===== src/rtl/fpsr_pkg.sv =====
package fpsr_pkg;
    localparam int NUM_CLS    = 5;
    localparam int WORD_W     = 32;
    localparam int SUM_BIT    = 31;
    localparam int FLAG_LSB   = 26;
    localparam int EN_LSB     = 10;
    localparam int FTZ_BIT    = 8;
    localparam int UNIMPL_BIT = 7;
    localparam int CAUSE_LSB  = 2;
    localparam int RM_W       = 2;
    localparam int RM_LSB     = 0;

    typedef struct packed {
        logic flag;
        logic en;
        logic cause;
    } cls_state_t;

    typedef struct packed {
        logic            ftz;
        logic [RM_W-1:0] rm;
        logic            unimpl;
    } mode_state_t;
endpackage


===== src/rtl/fpsr_class_slice.sv =====
module fpsr_class_slice
    import fpsr_pkg::*;
(
    input  logic clk,
    input  logic rst_n,
    input  logic sw_we,
    input  logic wr_flag,
    input  logic wr_en,
    input  logic wr_cause,
    input  logic op_done,
    input  logic exc,
    output logic flag_o,
    output logic en_o,
    output logic cause_o,
    output logic hit_o
);
    cls_state_t st_d, st_q;

    always_comb begin
        st_d = st_q;
        if (sw_we) begin
            st_d.flag  = wr_flag;
            st_d.en    = wr_en;
            st_d.cause = wr_cause;
        end
        if (op_done) begin
            st_d.cause = exc;
            // hardware set overrides a same-cycle software clear
            if (exc && !st_q.en) st_d.flag = 1'b1;
        end
    end

    always_ff @(posedge clk or negedge rst_n) begin
        if (!rst_n) st_q <= '0;
        else        st_q <= st_d;
    end

    assign flag_o  = st_q.flag;
    assign en_o    = st_q.en;
    assign cause_o = st_q.cause;
    assign hit_o   = op_done & exc & st_q.en;
endmodule


===== src/rtl/fpsr_mode_reg.sv =====
module fpsr_mode_reg
    import fpsr_pkg::*;
#(
    parameter logic            RESET_FTZ = 1'b1,
    parameter logic [RM_W-1:0] RESET_RM  = '0
) (
    input  logic            clk,
    input  logic            rst_n,
    input  logic            sw_we,
    input  logic            wr_ftz,
    input  logic [RM_W-1:0] wr_rm,
    input  logic            wr_unimpl,
    input  logic            op_done,
    input  logic            op_unimpl,
    output logic            ftz_o,
    output logic [RM_W-1:0] rm_o,
    output logic            unimpl_o
);
    mode_state_t md_d, md_q;

    always_comb begin
        md_d = md_q;
        if (sw_we) begin
            md_d.ftz    = wr_ftz;
            md_d.rm     = wr_rm;
            md_d.unimpl = wr_unimpl;
        end
        if (op_done) md_d.unimpl = op_unimpl;
    end

    always_ff @(posedge clk or negedge rst_n) begin
        if (!rst_n) md_q <= '{ftz: RESET_FTZ, rm: RESET_RM, unimpl: 1'b0};
        else        md_q <= md_d;
    end

    assign ftz_o    = md_q.ftz;
    assign rm_o     = md_q.rm;
    assign unimpl_o = md_q.unimpl;
endmodule


===== src/rtl/fpsr_ctl.sv =====
module fpsr_ctl
    import fpsr_pkg::*;
#(
    parameter logic            RESET_FTZ = 1'b1,
    parameter logic [RM_W-1:0] RESET_RM  = '0
) (
    input  logic              clk,
    input  logic              rst_n,
    input  logic              sw_we,
    input  logic [WORD_W-1:0] sw_wdata,
    output logic [WORD_W-1:0] sw_rdata,
    input  logic              op_done,
    input  logic [NUM_CLS-1:0] op_exc,
    input  logic              op_unimpl,
    output logic              trap_req
);
    logic [NUM_CLS-1:0] flag_v, en_v, cause_v, hit_v;
    logic               ftz, unimpl_c;
    logic [RM_W-1:0]    rm;
    logic               trap_d, trap_q;
    logic               unused_rsvd;

    for (genvar i = 0; i < NUM_CLS; i++) begin : g_cls
        fpsr_class_slice u_slice (
            .clk      (clk),
            .rst_n    (rst_n),
            .sw_we    (sw_we),
            .wr_flag  (sw_wdata[FLAG_LSB+i]),
            .wr_en    (sw_wdata[EN_LSB+i]),
            .wr_cause (sw_wdata[CAUSE_LSB+i]),
            .op_done  (op_done),
            .exc      (op_exc[i]),
            .flag_o   (flag_v[i]),
            .en_o     (en_v[i]),
            .cause_o  (cause_v[i]),
            .hit_o    (hit_v[i])
        );
    end

    fpsr_mode_reg #(
        .RESET_FTZ (RESET_FTZ),
        .RESET_RM  (RESET_RM)
    ) u_mode (
        .clk       (clk),
        .rst_n     (rst_n),
        .sw_we     (sw_we),
        .wr_ftz    (sw_wdata[FTZ_BIT]),
        .wr_rm     (sw_wdata[RM_LSB +: RM_W]),
        .wr_unimpl (sw_wdata[UNIMPL_BIT]),
        .op_done   (op_done),
        .op_unimpl (op_unimpl),
        .ftz_o     (ftz),
        .rm_o      (rm),
        .unimpl_o  (unimpl_c)
    );

    assign unused_rsvd = ^{sw_wdata[SUM_BIT], sw_wdata[FLAG_LSB-1:EN_LSB+NUM_CLS],
                           sw_wdata[FTZ_BIT+1]};

    always_comb begin
        trap_d = (|hit_v) | (op_done & op_unimpl);
    end

    always_ff @(posedge clk or negedge rst_n) begin
        if (!rst_n) trap_q <= 1'b0;
        else        trap_q <= trap_d;
    end

    always_comb begin
        sw_rdata = '0;
        // inexact flag (top class) is left out of the summary
        sw_rdata[SUM_BIT]                   = |flag_v[NUM_CLS-2:0];
        sw_rdata[FLAG_LSB +: NUM_CLS]       = flag_v;
        sw_rdata[EN_LSB +: NUM_CLS]         = en_v;
        sw_rdata[FTZ_BIT]                   = ftz;
        sw_rdata[UNIMPL_BIT]                = unimpl_c;
        sw_rdata[CAUSE_LSB +: NUM_CLS]      = cause_v;
        sw_rdata[RM_LSB +: RM_W]            = rm;
    end

    assign trap_req = trap_q;
endmodule


===== config.mk =====
export PLATFORM = sky130hd
export DESIGN_NAME = fpsr_ctl
export DESIGN_NICKNAME = d
export VERILOG_FILES = /design/src/rtl/fpsr_pkg.sv /design/src/rtl/fpsr_class_slice.sv /design/src/rtl/fpsr_mode_reg.sv /design/src/rtl/fpsr_ctl.sv
export SDC_FILE = /design/constraint.sdc
export NUM_CORES = 1
export LEC_CHECK = 0
export ABC_AREA = 1
export ABC_CLOCK_PERIOD_IN_PS = 1500
export BUFFER_PORTS_ARGS = -buffer_cell sky130_fd_sc_hd__buf_4
export CORE_MARGIN = 10
export CORE_UTILIZATION = 30
export DETAILED_ROUTE_END_ITERATION = 16
export HOLD_SLACK_MARGIN = 0.1
export PLACE_DENSITY = 0.73
export SETUP_SLACK_MARGIN = 0.15
export SLEW_MARGIN = 40
export SYNTH_ARGS = -nofsm -noshare
export SYNTH_HDL_FRONTEND = slang
export SYNTH_HIERARCHICAL = 1
export SYNTH_SLANG_ARGS = --single-unit

===== constraint.sdc =====
create_clock -name clk -period 1.5 [get_ports clk]
set_input_delay 0.3 -clock clk [delete_from_list [all_inputs] [get_ports clk]]
set_output_delay 0.3 -clock clk [all_outputs]
set_load 0.05 [all_outputs]

# Word level (Yosys, flattened, before mapping)

Index checks and enable logic that the tools add are counted.

Input bits: 42
Logic and storage cells: 66
Register bits after elaboration: 20
Output and inout port bits: 33

Mux-type cells: 22
Bitwise operators: 12
Reduce and logical (&&, ||, !) cells: 13

Operators by type and width:

| operator           | number |
|---|---|
| 1-bit two-way mux  | 17 |
| 3-bit two-way mux  | 5 |
| 1-bit AND          | 11 |
| 1-bit logical AND  | 5 |
| 1-bit zero test    | 5 |
| 5-bit OR reduction | 1 |
| 4-bit OR reduction | 1 |
| 2-bit nonzero test | 1 |
| 1-bit bitwise OR   | 1 |

# Depth between registers and ports, before layout

Gate-level depths: netlist of run 1.

Depth after elaboration: 4
Gate-level depth with buffers: 6
Mapped depth without buffers: 6

# Cells and area by module

Netlist of run 1, hierarchy kept.

By module, submodules not included:

| module           | sequential area each (µm²) | cells an instance | instances | area each (µm²) |
|---|---|---|---|---|
| fpsr_class_slice | 75.1                       | 18                | 5         | 137.6 |
| fpsr_ctl         | 25.0                       | 28                | 1         | 178.9 |
| fpsr_mode_reg    | 101.3                      | 22                | 1         | 170.2 |

# Worst setup path after synthesis of run 1

Ideal clock, no wire load.

Path type: register to output
Start: register g_cls[3].u_slice.st_q (netlist bit g_cls[3].u_slice/flag_o)
End: output sw_rdata[31]
Arrival time: 1075 ps
Stages on the path, launching flop included: 3
Buffers on the path: 0
Required time: 1200 ps
Setup slack: 125 ps
Cells stage by stage: dfrtp_1 nor2_1 nand2_1

Longest elaborated chain between the ends: 1

RTL lines:

| item                   | line                   | RTL |
|---|---|---|
| start, declared        | fpsr_class_slice.sv:17 | `cls_state_t st_d, st_q;` |
| start signal, assigned | fpsr_class_slice.sv:35 | `else st_q <= st_d;` |
| 4-bit OR reduction     | fpsr_ctl.sv:72         | `sw_rdata[SUM_BIT] = \|flag_v[NUM_CLS-2:0];` |
| end, declared          | fpsr_ctl.sv:11         | `output logic [WORD_W-1:0] sw_rdata,` |

Every way passes these cells.

# Final worst setup path of run 1

Ends and elaborated chain as after synthesis.

==> metrics.md, run 1 <==
| Metric | Value |
|---|---|
| Hold WS | `roughly 0.20 ns` |
| Initial antenna violation count | `0` |
| Die area | `6210 µm²` |
| Syn Std Cell Area | `1040 µm²` |
| Crit share post-route | `0.883` |
| Post-DRT Antenna Nets | `0` |
| Initial core utilization | `0.311` |
| CTS H-tree depth | `1` |
| Layout cell share with drive strength beyond 1 | `0.313` |
| CP arrival | `1.02 ns` |
| First-pass GRT wire length | `about 4.5 mm` |
| CTS Buffer Depth | `2` |
| Power density cells | `978 nW/µm²` |
| TritonCTS clock tree | `built` |
| Largest net degree at the start of global routing | `36` |
| Global placement routability congestion | `~0.72` |
| CP Class | `register to output port` |
| Register area share after synthesis | `0.484` |
| #FFs+latches synth | `20` |
| Crit Path Max Fanout | `2` |
| Via count | `969` |
| Period minus WS final | `1.32 ns` |
| Buffers on Ports | `49` |
| CP Capture Type | `output port` |
| Vert. Die Dim | `78.8 µm` |
| Routed vias/inst | `4.02` |
| P_leak | `0.848 nW` |
| Crit path launch type | `register` |
| Hold Crit Class | `input port to register` |
| Met1 Resource Use GR | `0.0937` |
| DR iter-0 viols | `77` |
| Cells after synthesis | `140` |
| Syn Area/Cell | `7.41 µm²` |
| CTS clk-pin slew, worst paths | `0.10 ns` |
| Unique cell type count in the Yosys netlist | `10` |
| Die width | `about 79 µm` |
| Final hold violation count | `0` |
| Root buf cell | `clkbuf_4` |
| Synth warn | `6` |
| P&R area growth vs syn | `44.1%` |
| Worst EP required | `1.20 ns` |
| RSZ-0062 raised after global routing | `yes` |
| Core area | `3340 µm²` |
| Status | `finished, final reports clean` |
| Drt first pass iters | `4` |
| Setup TNS | `0 ns` |
| Dpl hpwl | `2.17 mm` |
| Aggregate global routing overflow | `0` |
| Internal reg-to-reg setup slack | `0.63 ns` |
| Peak VDD IR | `0.000318 V` |
| # IOs | `75` |
| TritonCTS buffer count | `3` |
| Vias in the first global route | `1021` |
| Remaining DRCs | `0` |
| GRT met2 Usage | `0.139` |
| Routed WL per cell | `11.4 µm` |
| Clk_skew | `approximately 0.0027 ns` |
| Nets@finish | `238` |
| Total Wirelength | `2.75 mm` |
| Core Rows | `21` |
| Setup Viol. Count Final | `0` |
| Max_cap viols | `0` |
| Slew Viols, Final | `0` |
| Clock Sinks | `20` |
| Ant diodes | `0` |
| Max Fclk | `~0.76 GHz` |
| Gr usage total | `0.0840` |
| Grt met3 use | `0.0428` |
| Grt peak-use layer | `met2` |
| Clock latency on the worst-skew pair | `0.29 ns` |
-- sequential cells by signal, summed over array words and instances, names as in the netlist --
signal                 cells
u_mode/ftz_o               1
trap_req                   1
g_cls.u_slice/flag_o       5
g_cls.u_slice/cause_o      5
u_mode/rm_o                2
u_mode/unimpl_o            1
g_cls.u_slice/en_o         5
-- cell families after synthesis --
logic type | count (synthesis) | share of synthesized area
buf+inv | 36 | 0.181
other cells | 1 | 0.00362
compound gates | 5 | 0.0241
flops | 20 | 0.484
simple gates | 78 | 0.308
-- per-stage QoR --
stage | std cells | utilization | total power (W) | area [µm²] | setup slack (ns)
after floorplan | 151 | - | 0.00101 | 1080 | 0.229
after global placement | 232 | 0.420 | 0.00118 | 1400 | 0.415
after detailed placement | 232 | 0.420 | 0.00118 | 1400 | 0.411
after CTS | 241 | 0.442 | 0.00148 | 1470 | 0.144
after global routing | 241 | 0.448 | 0.00155 | 1500 | 0.116
final | 241 | 0.448 | 0.00146 | 1500 | 0.176
-- worst max-delay path: stages (launching register included) --
cell and delay (ns):
dfrtp_1 0.40, nor2_2 0.12, nand2_2 0.06, buf_6 0.15
-- timing repair --
item | in CTS | in global routing
gates resized for setup | 2 | 6
endpoints found under the setup margin | 1 | 6
setup buffers | 4 | 0
hold buffers | 1 | 0
pin swaps | 1 | 0
endpoints found under the hold margin | 19 | 0
-- cells in the final DEF (no fill, tap or decap) --
master,netlist,routed
buf_4,14,47
buf_6,0,6
clkbuf_1,0,1
clkbuf_4,0,3
conb_1,1,12
dfrtp_1,19,19
dfstp_2,1,1
dlygate4sd3_1,0,1
inv_1,21,21
inv_2,1,1
nand2_1,43,42
nand2_2,0,1
nand3_1,21,21
nor2_1,14,12
nor2_2,0,2
o21ai_0,5,5
-- cell usage after synthesis (all sizes together) --
cell type / count / area (µm²)
nor2: 14 / 52.6
buf: 14 / 105
conb: 1 / 3.75
dfrtp: 19 / 475
dfstp: 1 / 26.3
nand3: 21 / 105
nand2: 43 / 161
o21ai: 5 / 25.0
inv: 22 / 82.6
-- per-layer routing --
layer | share of wire | wire, µm | vias to the layer above
met3 | 0.098 | 270 | 2
met4 | 0.0033 | 9 | 0
li1 | - | - | 509
met5 | 0 | 0 | -
met1 | 0.44 | 1220 | 421
met2 | 0.45 | 1250 | 37
-- report_power, final --
part	internal [W]	switching [W]	leakage [nW]
logic	0.000184	0.000397	0.596
clock network	0.000103	0.000154	0.0150
registers	0.000594	0.0000295	0.237
total	0.000881	0.000580	0.848
-- path summary, 6_finish.rpt --
check,start,to,cells past startpoint
worst min-delay path,sw_wdata[0],u_mode/rm_o[0]$_DFFE_PN0P_,3
worst max register to register,g_cls[3].u_slice/en_o$_DFFE_PN0P_,trap_req$_DFF_PN0_,6
worst min register to register,u_mode/ftz_o$_DFFE_PN1P_,u_mode/ftz_o$_DFFE_PN1P_,2
worst max-delay path,g_cls[3].u_slice/flag_o$_DFF_PN0_,sw_rdata[31],3
max in group asynchronous,rst_n,u_mode/ftz_o$_DFFE_PN1P_,2
min in group asynchronous,rst_n,g_cls[4].u_slice/flag_o$_DFF_PN0_,2
-- layout make-up --
class                      count  area (µm²)
multi-input combinational     95         397
fill                         360        1840
tap                           46        57.6
inverter                      22        82.6
clock buffer                   4        26.3
sequential                    20         502
timing repair buffer          54         430
Power figures use the tool's default switching activity.
==> run 2, diff against run 1 <==
Settings changed: ABC_CLOCK_PERIOD_IN_PS 1500 to 1300, CORE_UTILIZATION 30 to 40, PLACE_DENSITY 0.73 to 0.9, SLEW_MARGIN 40 to 20.
Clock period 1.5 ns to 1.3 ns, I/O delays scaled along.
==> run 2 against run 1 <==
  * The flow now finishes with violations (negative setup slack)
  * Worst hold slack worse by 0.045 ns
  * Total power increased by 24%
  * First-iteration DRC count decreased by 48%
  * Clock skew shrank 0.00075 ns
  * Global-route usage up 2.8 points
  * Critical endpoint unchanged
  * Sequential power increased by 18%
  * Die area shrank 19%
  * Largest cell class is now buffers
  * Critical path type unchanged
  * Combinational power is 31% higher
  * Flip-flop and latch count is the same
==> metrics.md, run 2 (synthesized netlist as in run 1, its figures left out) <==
| Metric | Value |
|---|---|
| Status | `complete, but fails checks` |
| Failing checks | `negative setup slack` |
| Area occupied by multi-input gates | `397 µm² (unchanged)` |
| R2R Path End | `g_cls[2].u_slice/flag_o$_DFF_PN0_` |
| # IOs | `75 (unchanged)` |
| Max_cap viols | `0 (unchanged)` |
| Clk_skew | `0.00193 ns (-0.000745 ns)` |
| Drt first pass iters | `4 (unchanged)` |
| Clock latency on the worst-skew pair | `0.29 ns (about the same)` |
| Layout cell share with drive strength beyond 1 | `0.363 (+0.0499)` |
| Peak VDD IR | `0.000733 V (+130%)` |
| Gr usage total | `0.112 (+0.0282)` |
| Die width | `70.9 µm (-10%)` |
| Worst r2r src | `g_cls[2].u_slice/flag_o$_DFF_PN0_` |
| R2R depth | `5 (-1)` |
| Initial core utilization | `0.419 (+0.108)` |
| TritonCTS buffer count | `3 (unchanged)` |
| Via count | `1013 (+4.5%)` |
| CTS Buffer Depth | `2 (unchanged)` |
| Nets@finish | `247 (+3.8%)` |
| Hold Path Origin | `sw_wdata[0]` |
| Hold Crit Class | `input port to register` |
| Root buf cell | `clkbuf_4` |
| TritonCTS clock tree | `built` |
| Crit Path Max Fanout | `2 (unchanged)` |
| Total Wirelength | `2.98 mm (+8.2%)` |
| CTS clk-pin slew, worst paths | `0.11 ns (about the same)` |
| Aggregate global routing overflow | `0 (unchanged)` |
| CTS H-tree depth | `1 (unchanged)` |
| Setup WS post-layout | `-0.0128 ns (-0.189 ns)` |
| First-pass GRT wire length | `4.78 mm (+7.4%)` |
| Commonest non-fill, non-tap cell in the layout | `nand2_1` |
| Crit path launch type | `register` |
| Final hold violation count | `0 (unchanged)` |
| Buffers on Ports | `49 (unchanged)` |
| Die area | `5030 µm² (-19%)` |
| DR iter-0 viols | `40 (-48%)` |
| Routed vias/inst | `4.33 (+7.7%)` |
| Crit path to | `sw_rdata[31]` |
| Remaining DRCs | `0 (unchanged)` |
| Internal reg-to-reg setup slack | `0.27 ns (-0.36 ns)` |
| # fillers | `247 (-31%)` |
| Global placement routability congestion | `0.742 (+3.4%)` |
| RSZ-0062 raised after global routing | `yes` |
| Post-DRT Antenna Nets | `0 (unchanged)` |
| Clock Sinks | `20 (unchanged)` |
| Power density cells | `1110 nW/µm² (+13%)` |
| CP Class | `register to output port` |
| Max Fclk | `between 0.7 and 0.8 GHz` |
| Core area | `2480 µm² (-26%)` |
| Vias in the first global route | `1042 (+2.1%)` |
| Sequential cell area | `507 µm² (+1.0%)` |
| Largest net degree at the start of global routing | `36 (unchanged)` |
| Crit path launch | `g_cls[3].u_slice/flag_o$_DFF_PN0_` |
| CP Capture Type | `output port` |
| Initial antenna violation count | `0 (unchanged)` |
| Worst EP required | `1.04 ns (-0.16 ns)` |
| Vert. Die Dim | `70.9 µm (-10%)` |
| Core Rows | `18 (-14%)` |
| Setup TNS | `-0.0128 ns (-0.0128 ns)` |
| Ant diodes | `0 (unchanged)` |
| Dpl hpwl | `2.21 mm (+1.9%)` |
| P_leak | `0.916 nW (+8.0%)` |
| Pre-CTS WS | `0.260 ns (-0.151 ns)` |
| Commonest cells after routing, fill and taps aside | `nand2_1, buf_4, inv_1, nand3_1, buf_6` |
| P&R area growth vs syn | `57.5%` |
| Routed WL per cell | `12.7 µm (+11%)` |
| CP arrival | `1.05 ns (+0.03 ns)` |
| Slew Viols, Final | `0 (unchanged)` |
| Setup Viol. Count Final | `1 (+1)` |
| Crit share post-route | `1.01` |
| Period minus WS final | `1.31 ns` |
-- run 2: worst max-delay path, cell delays in order (launching register included) --
cell and delay, ns:
dfrtp_2 0.43, nor2_2 0.12, nand2_2 0.06, buf_6 0.15
-- run 2: worst min path at each step --
stage               cells past startpoint                              endpoint  slack [ns]
detailed placement                      1     g_cls[4].u_slice/en_o$_DFFE_PN0P_        0.15
CTS                                     3     g_cls[0].u_slice/en_o$_DFFE_PN0P_        0.15
floorplan                               0  g_cls[0].u_slice/cause_o$_DFFE_PN0P_       -0.04
global placement                        1     g_cls[4].u_slice/en_o$_DFFE_PN0P_        0.15
global route                            3              u_mode/ftz_o$_DFFE_PN1P_        0.15
finish                                  3            u_mode/rm_o[0]$_DFFE_PN0P_        0.16
-- run 2: layout make-up --
class / instances / area share
tap: 30 / 0.0230
clock buffer: 4 / 0.0161
sequential: 20 / 0.310
multi-input combinational: 95 / 0.243
inverter: 22 / 0.0505
timing repair buffer: 63 / 0.358
-- run 2: timing repair --
action,in CTS,in global routing
hold buffers,1,0
setup endpoints to repair,18,21
pin swaps,1,0
gates cloned,0,0
resized for setup,27,4
hold endpoints to repair,20,0
buffers inserted,5,8
-- run 2: report_power, final --
part / leakage [nW] / switching [W] / internal (W)
Combinational: 0.668 / 0.000471 / 0.000294
Clock: 0.0150 / 0.000189 / 0.000119
Sequential: 0.233 / 0.0000456 / 0.000688
-- run 2: layer usage --
metal | wire (µm) | GRT usage
met5 | 0 | 0
met4 | 8 | 0.0387
met3 | 264 | 0.0488
met2 | 1610 | 0.197
met1 | 1090 | 0.116
-- run 2: per-stage QoR --
| stage | power, W | utilization | area [µm²] | hold slack [ns] | instances |
|---|---|---|---|---|---|
| 2_1_floorplan | 0.00117 | - | 1090 | -0.0356 | 151 |
| 3_3_place_gp | 0.00136 | 0.560 | 1390 | 0.152 | 216 |
| 3_5_place_dp | 0.00137 | 0.560 | 1390 | 0.155 | 216 |
| 4_1_cts | 0.00178 | 0.629 | 1560 | 0.154 | 226 |
| 5_1_grt | 0.00192 | 0.660 | 1630 | 0.147 | 234 |
| 6_report | 0.00181 | 0.660 | 1630 | 0.160 | 234 |
==> run 3, diff against run 2 <==
Settings changed: ABC_AREA 1 to default, CORE_UTILIZATION 40 to 38, PLACE_DENSITY 0.9 to 0.89.
==> run 3 against run 2 <==
  * Clock skew about the same
  * Sequential power up 2%
  * Critical endpoint unchanged
  * The run still ends with negative setup slack left
  * Largest cell class unchanged
  * Routed wire length down 5.0%
  * Die area shrank 3.1%
  * Final cell count down 27%
  * Non-clock buffer count is 1 lower
  * Count of clock-buffer cells in the layout did not move
==> metrics.md, run 3 <==
| Metric | Value |
|---|---|
| Status | `complete, but fails checks` |
| Failing checks | `negative setup slack` |
| Post-DRT Antenna Nets | `0 (unchanged)` |
| Slew Viols, Final | `0 (unchanged)` |
| Crit Path Max Fanout | `2 (unchanged)` |
| Crit path launch | `g_cls[2].u_slice/flag_o$_DFF_PN0_` |
| Commonest cells after routing, fill and taps aside | `buf_4, buf_6, conb_1, dfrtp_1, mux2i_1` |
| Hold Crit Class | `input port to register` |
| Global placement routability congestion | `0.790 (+6.6%)` |
| Met2 routed wirelength | `1.48 mm (-8.4%)` |
| Layout cell share with drive strength beyond 1 | `0.587 (+0.225)` |
| Synth async-reset ratio | `1.00 (unchanged)` |
| Net Sw Power | `0.000681 W (-3.4%)` |
| Pre-CTS WS | `-0.0697 ns (-0.330 ns)` |
| Met1 Wirelength | `1.06 mm (-3.3%)` |
| Buffers on Ports | `49 (unchanged)` |
| Fin area | `1570 µm² (-4.2%)` |
| Sw frac | `0.365 (-0.0252)` |
| Initial antenna violation count | `0 (unchanged)` |
| Cell Area, Placed | `1320 µm² (-5.1%)` |
| Worst EP required | `1.04 ns (about the same)` |
| Area contributors post-synth | `dfrtp_1, mux2i_1, buf_4` |
| TritonCTS clock tree | `built` |
| Clk pwr share | `0.185 (+0.014)` |
| Setup WS post-layout | `-0.373 ns (-0.360 ns)` |
| Int Pwr | `0.00118 W (+7.5%)` |
| Unique cell type count in the Yosys netlist | `13 (+3)` |
| DR iter-0 viols | `10 (-75%)` |
| Core Rows | `17 (-1)` |
| Post-synth EDFFs | `0 (unchanged)` |
| Max Used Layer | `met3` |
| CTS Buffer Depth | `2 (unchanged)` |
| Combinational share of power | `0.414 (-0.009)` |
| Hold WS | `0.173 ns (+0.0133 ns)` |
| Area share of the largest cell type after synthesis | `0.505 (+0.0463)` |
| TritonCTS buffer count | `3 (unchanged)` |
| Aggregate global routing overflow | `0 (unchanged)` |
| Commonest non-fill, non-tap cell in the layout | `buf_4` |
| Initial core utilization | `0.414 (-0.00472)` |
| Internal reg-to-reg setup slack | `0.21 ns (-0.06 ns)` |
| Power density cells | `1190 nW/µm² (+7.8%)` |
| Vias in the first global route | `865 (-17%)` |
| RSZ-0062 raised after global routing | `yes` |
| Vert. Die Dim | `69.8 µm (-1.6%)` |
| Core area | `2280 µm² (-8.1%)` |
| Crit share post-route | `1.29 (+0.277)` |
| Pwr Total | `0.00186 W (+3.3%)` |
| P_leak | `0.782 nW (-15%)` |
| Routed WL per cell | `16.6 µm (+30%)` |
| Cells after synthesis | `80 (-43%)` |
| First-pass GRT wire length | `4.22 mm (-12%)` |
| Gr usage total | `0.103 (-0.00944)` |
| Met3 wire length | `295 µm (+12%)` |
| CTS H-tree depth | `1 (unchanged)` |
| Nets@finish | `186 (-25%)` |
| CP Class | `register to output port` |
| Remaining DRCs | `0 (unchanged)` |
| Clock latency on the worst-skew pair | `0.29 ns (about the same)` |
| Synth warn | `6 (unchanged)` |
| Max_cap viols | `0 (unchanged)` |
| Hold Path Origin | `op_unimpl` |
| Crit path launch type | `register` |
| Syn Area/Cell | `11.8 µm² (+59%)` |
| Register area share after synthesis | `0.533 (+0.0488)` |
| Max Fclk | `0.598 GHz (-22%)` |
| Setup Viol. Count Final | `3 (+2)` |
| CTS clk-pin slew, worst paths | `0.10 ns (about the same)` |
| Root buf cell | `clkbuf_4` |
| #FFs+latches synth | `20 (unchanged)` |
| Syn Std Cell Area | `942 µm² (-9.2%)` |
| # IOs | `75 (unchanged)` |
| Period minus WS final | `1.67 ns (+0.360 ns)` |
| Total Wirelength | `2.83 mm (-5.0%)` |
| Routed vias/inst | `4.77 (+10%)` |
| P&R area growth vs syn | `66.1%` |
| CP arrival | `1.41 ns (+0.36 ns)` |
| Ant diodes | `0 (unchanged)` |
| Clock Sinks | `20 (unchanged)` |
| Final hold violation count | `0 (unchanged)` |
| Largest net degree at the start of global routing | `21 (-42%)` |
| Area leader, netlist | `dfrtp_1` |
| Peak VDD IR | `0.000819 V (+12%)` |
| Via count | `815 (-20%)` |
| Drt first pass iters | `2 (-2)` |
| CP Capture Type | `output port` |
| Dpl hpwl | `2.14 mm (-3.1%)` |
| Most frequent cell after synthesis | `dfrtp_1` |
| Die area | `4870 µm² (-3.1%)` |
| Worst r2r src | `g_cls[0].u_slice/flag_o$_DFF_PN0_` |
| Top_reg_cell synth | `dfrtp_1` |
| Clk_skew | `0.00234 ns (+0.000403 ns)` |
| Finished Core Util | `0.688 (+0.0281)` |
| Commonest cells post-synth | `dfrtp_1, buf_4, mux2i_1, mux2_2, nand2_1` |
| Die width | `69.8 µm (-1.6%)` |
| Sequential Power Share | `0.401 (-0.005)` |
## run 3: final timing paths
kind	end	cells after the start
max	sw_rdata[31]	2
min	trap_req$_DFF_PN0_	3
max reg2reg	g_cls[0].u_slice/flag_o$_DFF_PN0_	5
min reg2reg	g_cls[0].u_slice/flag_o$_DFF_PN0_	1
max in group asynchronous	u_mode/ftz_o$_DFFE_PN1P_	2
min in group asynchronous	u_mode/rm_o[1]$_DFFE_PN0P_	2
## run 3: logic make-up (layout without fill, tap and decap cells)
family	after synthesis	count (layout)	share of synthesized area
buffers and inverters	14	66	0.112
other	1	12	0.00398
AOI/OAI and AO/OA	12	12	0.0637
and+or+nand+nor	14	14	0.0757
DFF	20	20	0.533
muxes	19	19	0.212
## run 3: metal layers
metal,GRT usage,vias to the layer above
met5,0,-
met4,0.0174,0
met3,0.0628,0
met2,0.174,39
met1,0.107,394
li1,-,382
## run 3: area by class of cell
cell class	count	area, µm²
clock buffer	4	36.3
fill	185	711
multi-input combinational	57	392
sequential	20	510
tap	28	35.0
timing repair buffer	62	592
## run 3: power groups by stage
stage               combinational, W  clock [W]  sequential, W
finish                      0.000771   0.000346       0.000748
floorplan                   0.000220          0       0.000953
CTS                         0.000719   0.000356       0.000741
detailed placement          0.000644          0       0.000746
global route                0.000810   0.000390       0.000756
global placement            0.000633          0       0.000741
## run 3: worst max-delay path, cell delays in order (launching register included)
cell,delay [ns]
dfrtp_2,0.43
or4_4,0.53
buf_6,0.17
## run 3: per-stage QoR
step	setup TNS (ns)	instances
after floorplan	-0.134	91
after global placement	-0.0642	157
after detailed placement	-0.0697	157
after CTS	-0.438	165
after global routing	-0.716	171
final	-0.586	171
## run 3: what timing repair did
item,CTS,global route
setup endpoints to repair,15,22
endpoints found under the hold margin,20,0
resized for setup,23,13
hold buffers,1,0
buffers inserted,3,6
pin swaps,0,2
